**config.mk**
```make
export PLATFORM = sky130hd
export DESIGN_NAME = rxpk_top
export DESIGN_NICKNAME = d
export VERILOG_FILES = /design/src/rtl/rxpk_pkg.sv /design/src/rtl/rxpk_gain.sv /design/src/rtl/rxpk_frame.sv /design/src/rtl/rxpk_outbuf.sv /design/src/rtl/rxpk_top.sv
export SDC_FILE = /design/constraint.sdc
export NUM_CORES = 1
export LEC_CHECK = 0
export BUFFER_PORTS_ARGS = -buffer_cell sky130_fd_sc_hd__clkbuf_2
export CAP_MARGIN = 20
export CORE_MARGIN = 4
export CORE_UTILIZATION = 50
export CTS_BUF_LIST = sky130_fd_sc_hd__clkbuf_16
export DETAILED_ROUTE_END_ITERATION = 12
export HOLD_SLACK_MARGIN = 0.06
export PLACE_DENSITY = 0.79
export SLEW_MARGIN = 0
export SYNTH_ARGS = -nofsm -noshare
export SYNTH_HDL_FRONTEND = slang
export SYNTH_HIERARCHICAL = 1
export SYNTH_SLANG_ARGS = --single-unit
```
**constraint.sdc**
```tcl
create_clock -name clk -period 3 [get_ports clk]
set_input_delay 0.15 -clock clk [delete_from_list [all_inputs] [get_ports clk]]
set_output_delay 0.15 -clock clk [all_outputs]
set_load 0.02 [all_outputs]
```
**src/rtl/rxpk_pkg.sv**
```systemverilog
package rxpk_pkg;
  localparam int SAMP_W    = 16;
  localparam int SHIFT_W   = 4;
  localparam int MAX_SHIFT = 8;
  localparam int NUM_CH    = 2;
  localparam int BYTE_W    = SAMP_W / 2;
  localparam int LANES     = 2 * NUM_CH;
  localparam int MAX_WORDS = LANES;
  localparam int CNT_W     = $clog2(MAX_WORDS + 1);
  localparam int IDX_W     = $clog2(MAX_WORDS);

  typedef struct packed {
    logic               narrow;
    logic               dual;
    logic [SHIFT_W-1:0] shift;
  } rxpk_cfg_t;
endpackage

```
**src/rtl/rxpk_gain.sv**
```systemverilog
module rxpk_gain #(
  parameter int SAMP_W    = 16,
  parameter int SHIFT_W   = 4,
  parameter int MAX_SHIFT = 8
) (
  input  logic [SAMP_W-1:0]  din,
  input  logic [SHIFT_W-1:0] shift,
  output logic [SAMP_W-1:0]  dout
);
  localparam int EXT_W = SAMP_W + MAX_SHIFT;
  localparam int TOP_W = MAX_SHIFT + 1;

  logic [SHIFT_W-1:0] amt;
  logic [EXT_W-1:0]   ext;
  logic [EXT_W-1:0]   shifted;
  logic [TOP_W-1:0]   top_bits;
  logic               fits;
  logic               neg;

  always_comb begin
    amt      = (int'(shift) > MAX_SHIFT) ? SHIFT_W'(MAX_SHIFT) : shift;
    neg      = din[SAMP_W-1];
    ext      = {{MAX_SHIFT{neg}}, din};
    shifted  = ext << amt;
    top_bits = shifted[EXT_W-1:SAMP_W-1];
    fits     = (&top_bits) | ~(|top_bits);
    if (fits) begin
      dout = shifted[SAMP_W-1:0];
    end else if (neg) begin
      dout = {1'b1, {(SAMP_W-1){1'b0}}};
    end else begin
      dout = {1'b0, {(SAMP_W-1){1'b1}}};
    end
  end
endmodule

```
**src/rtl/rxpk_frame.sv**
```systemverilog
module rxpk_frame
  import rxpk_pkg::*;
(
  input  logic [LANES-1:0][SAMP_W-1:0]     lanes,
  input  logic                             narrow,
  input  logic                             dual,
  output logic [MAX_WORDS-1:0][SAMP_W-1:0] words,
  output logic [CNT_W-1:0]                 nwords
);
  logic [NUM_CH-1:0][SAMP_W-1:0] packed_w;
  logic [CNT_W-1:0]              act_ch;

  for (genvar ch = 0; ch < NUM_CH; ch++) begin : g_pack
    assign packed_w[ch] = {lanes[2*ch+1][SAMP_W-1 -: BYTE_W],
                           lanes[2*ch][SAMP_W-1 -: BYTE_W]};
  end

  for (genvar k = 0; k < MAX_WORDS; k++) begin : g_word
    if (k < NUM_CH) begin : g_both
      assign words[k] = narrow ? packed_w[k] : lanes[k];
    end else begin : g_wide
      assign words[k] = narrow ? '0 : lanes[k];
    end
  end

  always_comb begin
    act_ch = dual ? CNT_W'(NUM_CH) : CNT_W'(1);
    nwords = narrow ? act_ch : CNT_W'(2 * int'(act_ch));
  end
endmodule

```
**src/rtl/rxpk_outbuf.sv**
```systemverilog
module rxpk_outbuf
  import rxpk_pkg::*;
(
  input  logic                             clk,
  input  logic                             rst_n,
  input  logic                             flush,
  input  logic                             in_valid,
  input  logic [MAX_WORDS-1:0][SAMP_W-1:0] words,
  input  logic [CNT_W-1:0]                 nwords,
  output logic                             out_valid,
  input  logic                             out_ready,
  output logic [SAMP_W-1:0]                out_data,
  output logic                             ovr
);
  logic [MAX_WORDS-1:0][SAMP_W-1:0] buf_q;
  logic [CNT_W-1:0] cnt_q, cnt_d;
  logic [IDX_W-1:0] idx_q, idx_d;
  logic             ovr_q, ovr_d;
  logic             fire, last, can_load, load, buf_en;

  always_comb begin
    fire     = (cnt_q != '0) && out_ready;
    last     = fire && (CNT_W'(idx_q) == (cnt_q - CNT_W'(1)));
    can_load = (cnt_q == '0) || last;
    load     = in_valid && can_load && !flush;
    buf_en   = load;
    cnt_d    = cnt_q;
    idx_d    = idx_q;
    ovr_d    = ovr_q;
    if (fire) begin
      idx_d = idx_q + IDX_W'(1);
    end
    if (last) begin
      cnt_d = '0;
      idx_d = '0;
    end
    if (load) begin
      cnt_d = nwords;
      idx_d = '0;
    end
    if (in_valid && !can_load) begin
      ovr_d = 1'b1;
    end
    if (flush) begin
      cnt_d = '0;
      idx_d = '0;
      ovr_d = 1'b0;
    end
  end

  always_ff @(posedge clk or negedge rst_n) begin
    if (!rst_n) begin
      cnt_q <= '0;
      idx_q <= '0;
      ovr_q <= 1'b0;
    end else begin
      cnt_q <= cnt_d;
      idx_q <= idx_d;
      ovr_q <= ovr_d;
    end
  end

  always_ff @(posedge clk or negedge rst_n) begin
    if (!rst_n) begin
      buf_q <= '0;
    end else if (buf_en) begin
      buf_q <= words;
    end
  end

  assign out_valid = (cnt_q != '0);
  assign out_data  = buf_q[idx_q];
  assign ovr       = ovr_q;


  hold_under_stall_chk: assert property (@(posedge clk) disable iff (!rst_n)
    (out_valid && !out_ready && !flush) |=> (out_valid && $stable(out_data)));


  ovr_sticky_chk: assert property (@(posedge clk) disable iff (!rst_n)
    (ovr && !flush) |=> ovr);


  ovr_cause_chk: assert property (@(posedge clk) disable iff (!rst_n)
    $rose(ovr) |-> $past(in_valid && out_valid));


  flush_empties_chk: assert property (@(posedge clk) disable iff (!rst_n)
    flush |=> (!out_valid && !ovr));


  idx_in_burst_chk: assert property (@(posedge clk) disable iff (!rst_n)
    out_valid |-> (CNT_W'(idx_q) < cnt_q));
endmodule

```
**src/rtl/rxpk_top.sv**
```systemverilog
module rxpk_top
  import rxpk_pkg::*;
(
  input  logic               clk,
  input  logic               rst_n,
  input  logic               cfg_we,
  input  logic               cfg_narrow,
  input  logic               cfg_dual,
  input  logic [SHIFT_W-1:0] cfg_shift,
  input  logic               flush,
  input  logic               smp_valid,
  input  logic [SAMP_W-1:0]  smp_i0,
  input  logic [SAMP_W-1:0]  smp_q0,
  input  logic [SAMP_W-1:0]  smp_i1,
  input  logic [SAMP_W-1:0]  smp_q1,
  output logic               pk_valid,
  input  logic               pk_ready,
  output logic [SAMP_W-1:0]  pk_data,
  output logic               ovr_flag
);
  rxpk_cfg_t cfg_q, cfg_d;
  logic      cfg_en;

  logic [LANES-1:0][SAMP_W-1:0]     raw;
  logic [LANES-1:0][SAMP_W-1:0]     gained;
  logic [MAX_WORDS-1:0][SAMP_W-1:0] words;
  logic [CNT_W-1:0]                 nwords;

  always_comb begin
    cfg_en        = cfg_we;
    cfg_d.narrow  = cfg_narrow;
    cfg_d.dual    = cfg_dual;
    cfg_d.shift   = cfg_shift;
  end

  always_ff @(posedge clk or negedge rst_n) begin
    if (!rst_n) begin
      cfg_q <= '0;
    end else if (cfg_en) begin
      cfg_q <= cfg_d;
    end
  end

  assign raw = {smp_q1, smp_i1, smp_q0, smp_i0};

  for (genvar l = 0; l < LANES; l++) begin : g_lane
    rxpk_gain #(
      .SAMP_W   (SAMP_W),
      .SHIFT_W  (SHIFT_W),
      .MAX_SHIFT(MAX_SHIFT)
    ) u_gain (
      .din  (raw[l]),
      .shift(cfg_q.shift),
      .dout (gained[l])
    );


    sign_kept_chk: assert property (@(posedge clk) disable iff (!rst_n)
      gained[l][SAMP_W-1] == raw[l][SAMP_W-1]);


    zero_shift_identity_chk: assert property (@(posedge clk) disable iff (!rst_n)
      (cfg_q.shift == '0) |-> (gained[l] == raw[l]));
  end

  rxpk_frame u_frame (
    .lanes (gained),
    .narrow(cfg_q.narrow),
    .dual  (cfg_q.dual),
    .words (words),
    .nwords(nwords)
  );

  rxpk_outbuf u_outbuf (
    .clk      (clk),
    .rst_n    (rst_n),
    .flush    (flush),
    .in_valid (smp_valid),
    .words    (words),
    .nwords   (nwords),
    .out_valid(pk_valid),
    .out_ready(pk_ready),
    .out_data (pk_data),
    .ovr      (ovr_flag)
  );
endmodule

```
==> results.cfg, run 1 <==
[pwr]
power.share.switching = 0.377
vdd.ir_drop.worst_uv = 315
p_leak_nw = 4.44
switching_power_mw = 1.93
internal_power_mw = 3.18
total_power_mw = 5.12
power.density_cell_area_mw_per_mm2 = 503
power.share.clock = 0.230
power_frac_comb = 0.474
sequentialPowerShare = 0.297

[finish]
layout.core_utilization = 0.612
drive_gt1_frac = 0.371
number_of_antenna_diodes = 0
final_net_count = 1105
synthToLayoutAreaGrowth_pct = 19.8

[run]
max_capacitance_violation_total = 0

[clocking]
cts.sink_count = 76
cts_tree = done
cts-htree-levels = 3
max-clock-path-buffers = 2
clkLatencyLatePin_ns = 0.34
cts_root_buffer = clkbuf_16
worst_setup_hold_path_clk_slew_ns = 0.07
cts_made_buffers = 9

[min_path]
hold_depth = 2
min_from = cfg_shift[0]
whs_endpoint = cfg_q[0]
min-delay-path-class = input pin to register

[grt]
first_pass_grt_wire_length_um = 42000
grt_usage = 0.263
grt_overflow = 0
antenna_found_initial = 0
pin_count_of_the_biggest_net_entering_global_routing = 46
grt_pass1_vias = 7908

[outcome]
status = finished with violations
failed_checks = setup timing

[die]
placementRows = 47
floorplan.core_area_mm2 = 0.0166
dieHeight_um = 138
initial_core_util = 0.511
fp.dieW_um = 138
floorplan.io_pins = 94
floorplan.die_area_mm2 = 0.0191

[worst_setup_path]
timing.reg2reg.worst_path_depth = 12
crit_arrival_ns = 3.33
regToRegStartpoint = cfg_q[0]
timing.reg2reg.setup_slack_ns = -0.11
crit_path_capture_type = register
critical_path.startpoint_type = register
critical_path.reg2reg.endpoint = u_outbuf/buf_q[9]
worst-setup-path-type = register to register
critPathMaxFanout = 7
cp_data_required_time_ns = 3.23

[logic_synthesis]
netlist_instances = 928
synth.cell_area_mm2 = 0.00850
seq_area_frac_synth = 0.224
synth_seq_cells = 76
synth-warning-count = 6
yosys.cell_types.count = 54
synthesis.nets = 1008
async_flop_share = 1.00
number_of_enable_type_register_cells_in_the_synthesized_netlist = 0
postSynth.topFlopCell = dfrtp_1
syn_avg_cell_area_um2 = 9.16

[placement]
port-buffer-count = 93
gp_congestion = 0.956
detailedPlacementHpwl_um = 18600

[sta]
timing.max_slew.rel_slack = 0.591
setup_viol = 27
finalWorstSetupSlack_ns = -0.106
max_frequency_ghz = 0.322
hold-worst-slack_ns = 0.0766
post-route-min-period_ns = 3.11
final-max-slew-violation-count = 0
final_hold_viol_count = 0
worst_pin_slew_ns = 0.613
finClkSkew_ns = 0.0126
rsz_0062_raised_after_global_routing = yes
layout_worst_path_cycle_share = 1.04

[drt]
route.detailed.drc = 0
routed_wl_um = 26400
avgRoutedWirePerCell_um = 21.1
initialDrtViolationCount = 671
drt-pass1-iter-count = 8
detailroute.via_count = 8096
vias_per_cell = 6.48
post_detailed_route_count_of_antenna_violating_nets = 0
sequential cells by signal (all words and copies together) (netlist names):
signal          flops
u_outbuf/buf_q     64
u_outbuf/idx_q      2
u_outbuf/cnt_q      3
u_outbuf/ovr        1
cfg_q               6
per-stage QoR:
step                setup slack [ns]  area (um2)  TNS (ns)  cells
floorplan                     0.0852        8500         0    928
global placement              -0.152        9370     -2.40   1221
detailed placement            -0.194        9370     -3.77   1221
CTS                          -0.0756        9830     -1.22   1244
global route                  -0.165       10200     -5.22   1250
finish                        -0.106       10200     -1.54   1250
synthesized netlist by cell type, types with 16 or more instances:
cell type	n	share of area
dfrtp_1	76	0.22
mux2_2	76	0.10
mux2i_1	76	0.090
nand2_1	59	0.026
a21oi_1	57	0.034
nor2b_1	57	0.042
nor2_1	49	0.022
clkbuf_1	41	0.018
o21ai_1	36	0.021
a211oi_1	32	0.028
mux2_1	27	0.036
mux2_4	27	0.048
buf_2	26	0.015
inv_1	26	0.011
mux4_2	24	0.064
a31oi_1	21	0.015
o31ai_1	20	0.018
buf_6	17	0.023
nand2b_1	16	0.012
worst max-delay path by stage:
stage             start                 end  slack (ns)  cells past startpoint
6_report       cfg_q[0]   u_outbuf/buf_q[9]       -0.11                     12
5_1_grt        cfg_q[3]  u_outbuf/buf_q[23]       -0.17                      9
4_1_cts        cfg_q[0]   u_outbuf/buf_q[8]       -0.08                     11
3_5_place_dp   cfg_q[0]  u_outbuf/buf_q[51]       -0.19                     11
3_3_place_gp   cfg_q[0]  u_outbuf/buf_q[51]       -0.15                     13
2_1_floorplan  cfg_q[0]  u_outbuf/buf_q[10]        0.09                     11
layer usage:
metal	up-vias	track usage	routed length, um
li1	3675	-	-
met1	3965	0.347	10800
met2	390	0.444	12900
met3	66	0.0307	1690
met4	0	0.0993	1020
met5	-	0	0
layout make-up:
cell class,instances,area [um2]
repair buffers,177,1310
clock buffers,9,225
clock inverters,7,98.8
inverters,26,97.6
multi-input cells,735,6260
well taps,220,275
fillers,1322,6460
flip-flops and latches,76,1910
critical path, cell delays in order, from the launching register on:
cell	delay (ns)
dfrtp_2	0.46
buf_12	0.16
buf_16	0.13
mux2_4	0.29
mux4_2	0.47
mux2_4	0.28
nor2_2	0.08
nand4_1	0.18
nand2b_4	0.16
clkbuf_16	0.17
o21ai_4	0.07
mux2_4	0.29
mux2_4	0.26
layout by cell type (no fill, tap or decap), drive strengths merged, types with 8 or more instances in the layout:
cell,n
mux2,130
clkbuf,103
buf,77
mux2i,76
dfrtp,76
nand2,59
a21oi,58
nor2b,57
nor2,53
o21ai,40
a211oi,32
inv,27
mux4,24
o31ai,24
a31oi,21
nand2b,16
nor3,12
o211a,9
nand4,9
a21o,8
or2,8
o22ai,8
a221o,8
a221oi,8
timing repair:
item / 4_1_cts / 5_1_grt
hold buffers: 6 / 0
endpoints found under the hold margin: 49 / 0
gates cloned: 1 / 2
pin swaps: 0 / 0
setup buffers: 0 / 4
endpoints found under the setup margin: 52 / 59
resized for setup: 14 / 55
logic make-up (layout without fill, tap and decap cells):
group / Yosys count / in the layout / share of synthesized area
AOI/OAI and AO/OA: 252 / 252 / 0.206
xor gates and xnor gates: 4 / 4 / 0.00501
adders and majority gates: 4 / 4 / 0.00589
buffers and inverters: 117 / 219 / 0.0718
DFF: 76 / 76 / 0.224
muxes: 230 / 230 / 0.337
and+or+nand+nor: 245 / 245 / 0.150
power groups by stage:
stage | Sequential (mW) | Clock, mW | Combinational, mW
after global placement | 1.49 | 0 | 2.20
after detailed placement | 1.51 | 0 | 2.24
after CTS | 1.50 | 1.18 | 2.28
after floorplan | 1.43 | 0 | 1.61
after global routing | 1.53 | 1.23 | 2.59
final | 1.52 | 1.17 | 2.42
Power figures use the tool's default switching activity.
==> run 2, diff against run 1 <==
--- a/config.mk
+++ b/config.mk
@@ -11,6 +11,7 @@
 export CORE_UTILIZATION = 50
 export CTS_BUF_LIST = sky130_fd_sc_hd__clkbuf_16
 export DETAILED_ROUTE_END_ITERATION = 12
+export GPL_TIMING_DRIVEN = 0
 export HOLD_SLACK_MARGIN = 0.06
 export PLACE_DENSITY = 0.79
 export SLEW_MARGIN = 0
==> run 2 against run 1 <==
Against the previous run: the run still ends with setup timing left; hold slack better by 0.0030 ns; critical path type unchanged; cell count is 2.4% higher; clock skew is 0.0048 ns lower; sequential power about the same; largest power group unchanged.
==> results.cfg, run 2 (same netlist as run 1, synthesis figures left out) <==
[outcome]
status = finished with violations
failed_checks = setup timing

[sta]
hold-worst-slack_ns = 0.0796
setup_viol = 59
rsz_0062_raised_after_global_routing = yes
layout_worst_path_cycle_share = 1.08
finalWorstSetupSlack_ns = -0.227
post-route-min-period_ns = 3.23
timing.max_slew.rel_slack = 0.540
max_frequency_ghz = 0.310
finClkSkew_ns = 0.00773
final-max-slew-violation-count = 0
worst_pin_slew_ns = 0.689
final_hold_viol_count = 0

[worst_setup_path]
critical_path.startpoint_type = register
critical_path.cell_chain = clkbuf_4 -> clkbuf_4 -> nor2b_1 -> clkbuf_2 -> buf_4 -> mux2i_2 -> mux2i_1 -> mux2i_1 -> nor2_1 -> a21oi_1 -> o21ai_4 -> mux2_4 -> mux2_4
timing.reg2reg.setup_slack_ns = -0.23
cpMaxStageDelayCell = dfrtp_2
crit_path_capture_type = register
worst-setup-path-type = register to register
crit_arrival_ns = 3.44
cp_data_required_time_ns = 3.22
critPathMaxFanout = 10
worst_path_largest_cell_delay_ns = 0.45

[finish]
largest_register_ff_count = 64
final_common_cell = clkbuf_2
final_cells = 1280
drive_gt1_frac = 0.376
largest_register = u_outbuf/buf_q
fillerInstances = 1299
synthToLayoutAreaGrowth_pct = 21.3
number_of_antenna_diodes = 0
layout_common_cells = clkbuf_2, dfrtp_1, mux2i_1
final_net_count = 1135
largestRegisters = u_outbuf/buf_q (64), cfg_q (6), u_outbuf/cnt_q (3)

[clocking]
cts.sink_count = 76
cts_made_buffers = 9
cts-htree-levels = 3
clkLatencyLatePin_ns = 0.33
cts_tree = done
max-clock-path-buffers = 2
cts_root_buffer = clkbuf_16
worst_setup_hold_path_clk_slew_ns = 0.06

[grt]
pin_count_of_the_biggest_net_entering_global_routing = 57
grt_pass1_vias = 7994
first_pass_grt_wire_length_um = 42900
grt_usage = 0.268
antenna_found_initial = 0
grt_overflow = 0

[run]
max_capacitance_violation_total = 0

[die]
floorplan.io_pins = 94
floorplan.core_area_mm2 = 0.0166
fp.dieW_um = 138
dieHeight_um = 138
placementRows = 47
initial_core_util = 0.511
floorplan.die_area_mm2 = 0.0191

[drt]
post_detailed_route_count_of_antenna_violating_nets = 0
initialDrtViolationCount = 823
drt-pass1-iter-count = 5
vias_per_cell = 6.48
routed_wl_um = 27300
avgRoutedWirePerCell_um = 21.4
route.detailed.drc = 0
detailroute.via_count = 8295

[pwr]
vdd.ir_drop.worst_uv = 335
power.density_cell_area_mw_per_mm2 = 482
p_leak_nw = 4.44

[placement]
detailedPlacementHpwl_um = 19100
place_ws_ns = -0.551
gp_congestion = 0.945
port-buffer-count = 84
placed_cells_incl_taps = 1233

[min_path]
min-delay-path-class = input pin to register
-- run 2: power by group --
group	leakage, nW	total (mW)	switching, mW	internal (mW)
logic	3.38	2.45	1.30	1.15
clock network	0.127	0.992	0.436	0.555
registers	0.935	1.53	0.217	1.31
total	4.44	4.97	1.95	3.02
-- run 2: path summary, 6_finish.rpt --
kind	from	endpoint	cells past startpoint
max	cfg_q[1]	u_outbuf/buf_q[27]	13
min	cfg_shift[1]	cfg_q[1]	2
max reg2reg	cfg_q[1]	u_outbuf/buf_q[27]	13
min reg2reg	u_outbuf/buf_q[40]	u_outbuf/buf_q[40]	1
max in group asynchronous	rst_n	cfg_q[0]	3
min in group asynchronous	rst_n	u_outbuf/buf_q[7]	2
-- run 2: timing repair --
action | 4_1_cts | 5_1_grt
hold buffers | 7 | 0
buffers inserted | 18 | 3
setup endpoints to repair | 60 | 60
pin swaps | 0 | 1
gates resized for setup | 81 | 73
hold endpoints to repair | 27 | 0
cloned | 1 | 2
-- run 2: worst max-delay path: cells and delay by family (launching register included) --
family,cells,cell delay [ns]
mux,5,1.20
buf+inv,4,0.86
flops,1,0.45
simple gates,2,0.24
compound gates,2,0.36
-- run 2: final cells by class --
class	instances	area, um2	share of cell area
well taps	220	275	0.0267
repair buffers	116	741	0.0719
clock buffers	9	225	0.0219
inverters	26	97.6	0.00947
plain buffers	91	592	0.0574
flip-flops and latches	76	1910	0.186
clock inverters	7	43.8	0.00425
multi-input cells	735	6420	0.623
-- run 2: metal layers --
layer	GRT usage	share of wire	vias to the layer above	routed length [um]
li1	-	-	3736	-
met1	0.352	0.40	4000	10900
met2	0.452	0.49	466	13400
met3	0.0466	0.075	93	2040
met4	0.0874	0.037	0	1020
met5	0	0	-	0
-- run 2: metrics by stage --
step | area, um2 | utilization | setup TNS (ns) | power [mW]
after floorplan | 8500 | - | 0 | 3.04
after global placement | 9200 | 0.553 | -21.26 | 3.62
final | 10300 | 0.619 | -8.54 | 4.97
after detailed placement | 9230 | 0.554 | -21.82 | 3.67
after global routing | 10300 | 0.619 | -13.10 | 5.21
after CTS | 10000 | 0.601 | -3.60 | 4.79
==> run 3, diff against run 2 <==
--- a/config.mk
+++ b/config.mk
@@ -7,6 +7,7 @@
 export LEC_CHECK = 0
 export BUFFER_PORTS_ARGS = -buffer_cell sky130_fd_sc_hd__clkbuf_2
 export CAP_MARGIN = 20
+export CORE_ASPECT_RATIO = 1.25
 export CORE_MARGIN = 4
 export CORE_UTILIZATION = 50
 export CTS_BUF_LIST = sky130_fd_sc_hd__clkbuf_16
==> run 3 against run 2 <==
Against the previous run: the flow still finishes with violations (setup timing); flip-flop and latch count did not move; power grew 5.2%; design area grew 4.2%; clock skew fell by 0.0019 ns; critical path type unchanged; critical endpoint is now u_outbuf/buf_q[24]; highest routed layer unchanged.
==> results.cfg, run 3 (same netlist as run 1, synthesis figures left out) <==
[sta]
setup_viol = 60
setup_tns_ns = -9.50
final-max-slew-violation-count = 0
worst_pin_slew_ns = 0.648
rsz_0062_raised_after_global_routing = yes
finalWorstSetupSlack_ns = -0.294
layout_worst_path_cycle_share = 1.10
post-route-min-period_ns = 3.29
max_frequency_ghz = 0.304
finClkSkew_ns = 0.00584
hold-worst-slack_ns = 0.106
final_hold_viol_count = 0
timing.max_slew.rel_slack = 0.568

[finish]
multiInputGateArea_mm2 = 0.00671
largest_register = u_outbuf/buf_q
final_net_count = 1146
ff_latch_area_mm2 = 0.00191
final_common_cell = clkbuf_2
synthToLayoutAreaGrowth_pct = 26.4
number_of_antenna_diodes = 0
fillerInstances = 1293
largest_register_ff_count = 64
layout_common_cells = clkbuf_2, mux2_4, dfrtp_1
largestRegisters = u_outbuf/buf_q (64), cfg_q (6), u_outbuf/cnt_q (3)
drive_gt1_frac = 0.413
layout.core_utilization = 0.640

[worst_setup_path]
critPathMaxFanout = 10
timing.reg2reg.worst_path_depth = 13
crit_path_capture_type = register
crit_arrival_ns = 3.51
worst-setup-path-type = register to register
cp_data_required_time_ns = 3.22
critical_path.startpoint_type = register

[pwr]
power.share.switching = 0.391
switching_power_mw = 2.04
total_power_mw = 5.23
power.density_cell_area_mw_per_mm2 = 487
vdd.ir_drop.worst_uv = 297
internal_power_mw = 3.19
power.share.clock = 0.200
p_leak_nw = 4.63
sequentialPowerShare = 0.296
power_frac_comb = 0.504

[grt]
grt_usage = 0.286
grt_pass1_vias = 8377
first_pass_grt_wire_length_um = 45200
grt_overflow = 0
antenna_found_initial = 0
pin_count_of_the_biggest_net_entering_global_routing = 40

[clocking]
cts_tree = done
cts_root_buffer = clkbuf_16
cts.sink_count = 76
cts_made_buffers = 9
clkLatencyLatePin_ns = 0.34
cts-htree-levels = 3
worst_setup_hold_path_clk_slew_ns = 0.06
max-clock-path-buffers = 2

[placement]
gp_congestion = 0.936
detailedPlacementHpwl_um = 19700
port-buffer-count = 84

[die]
placementRows = 53
fp.dieW_um = 125
floorplan.io_pins = 94
dieHeight_um = 154
floorplan.core_area_mm2 = 0.0168
initial_core_util = 0.507
floorplan.die_area_mm2 = 0.0192

[drt]
vias_per_cell = 6.67
avgRoutedWirePerCell_um = 22.9
route.detailed.drc = 0
drt-pass1-iter-count = 6
detailroute.via_count = 8605
post_detailed_route_count_of_antenna_violating_nets = 0
initialDrtViolationCount = 866
routed_wl_um = 29500

[outcome]
status = finished with violations
failed_checks = setup timing

[min_path]
min-delay-path-class = input pin to register
hold_depth = 3

[run]
max_capacitance_violation_total = 0
[run 3: cell types whose count changed in the layout (fill, tap and decap cells not counted), sizes merged]
cell,change
buf,+9
dlygate4sd3,+1
clkinv,+2
inv,-2
bufinv,+1
clkbuf,+1
clkinvlp,-1
[run 3: power by group through the flow]
stage | Combinational [mW] | Sequential (mW) | Clock (mW)
after global routing | 2.78 | 1.57 | 1.11
after detailed placement | 2.15 | 1.53 | 0
after global placement | 2.11 | 1.51 | 0
after CTS | 2.38 | 1.52 | 1.05
after floorplan | 1.61 | 1.43 | 0
final | 2.64 | 1.55 | 1.05
[run 3: final cells by class]
type	count	area share
clock buffers	9	0.0210
clock inverters	7	0.00548
repair buffers	127	0.0783
multi-input cells	735	0.625
well taps	220	0.0256
inverters	26	0.00944
flip-flops and latches	76	0.178
plain buffers	91	0.0567
[run 3: timing repair]
item                                    in CTS  in global routing
endpoints found under the setup margin      60                 60
resized for setup                          111                111
hold endpoints to repair                    46                  0
hold buffers                                 8                  0
setup buffers                               21                  9
pin swaps                                    1                  4
cloned                                       2                  2
[run 3: worst max-delay path: stages (launching register included)]
cell	delay, ns
dfrtp_4	0.49
buf_6	0.14
buf_6	0.14
mux2_4	0.29
mux4_2	0.46
mux2_4	0.28
nor2_2	0.09
nand4_1	0.18
nand2b_1	0.20
buf_6	0.16
buf_6	0.11
o21ai_2	0.07
mux2_2	0.30
mux2_4	0.26
[run 3: metrics by stage]
| step | std cells | cell area (um2) | setup WS (ns) |
|---|---|---|---|
| after detailed placement | 1233 | 9220 | -0.574 |
| after floorplan | 928 | 8500 | 0.0852 |
| after global routing | 1291 | 10700 | -0.373 |
| final | 1291 | 10700 | -0.294 |
| after CTS | 1280 | 10200 | -0.149 |
| after global placement | 1232 | 9200 | -0.571 |
[run 3: routing by layer]
metal / vias up / GRT usage / wire length [um]
met5: - / 0 / 0
met4: 0 / 0.122 / 1420
met3: 128 / 0.0375 / 2060
met2: 519 / 0.506 / 14900
met1: 4192 / 0.350 / 11100
li1: 3766 / - / -
[run 3: worst paths after layout]
check	slack, ns	end	start
worst max-delay path	-0.29	u_outbuf/buf_q[24]	cfg_q[0]
worst min-delay path	0.11	u_outbuf/ovr	smp_valid
worst max register to register	-0.29	u_outbuf/buf_q[24]	cfg_q[0]
worst min register to register	0.48	u_outbuf/buf_q[32]	u_outbuf/buf_q[32]
max in group asynchronous	2.01	cfg_q[0]	rst_n
min in group asynchronous	0.37	u_outbuf/buf_q[28]	rst_n
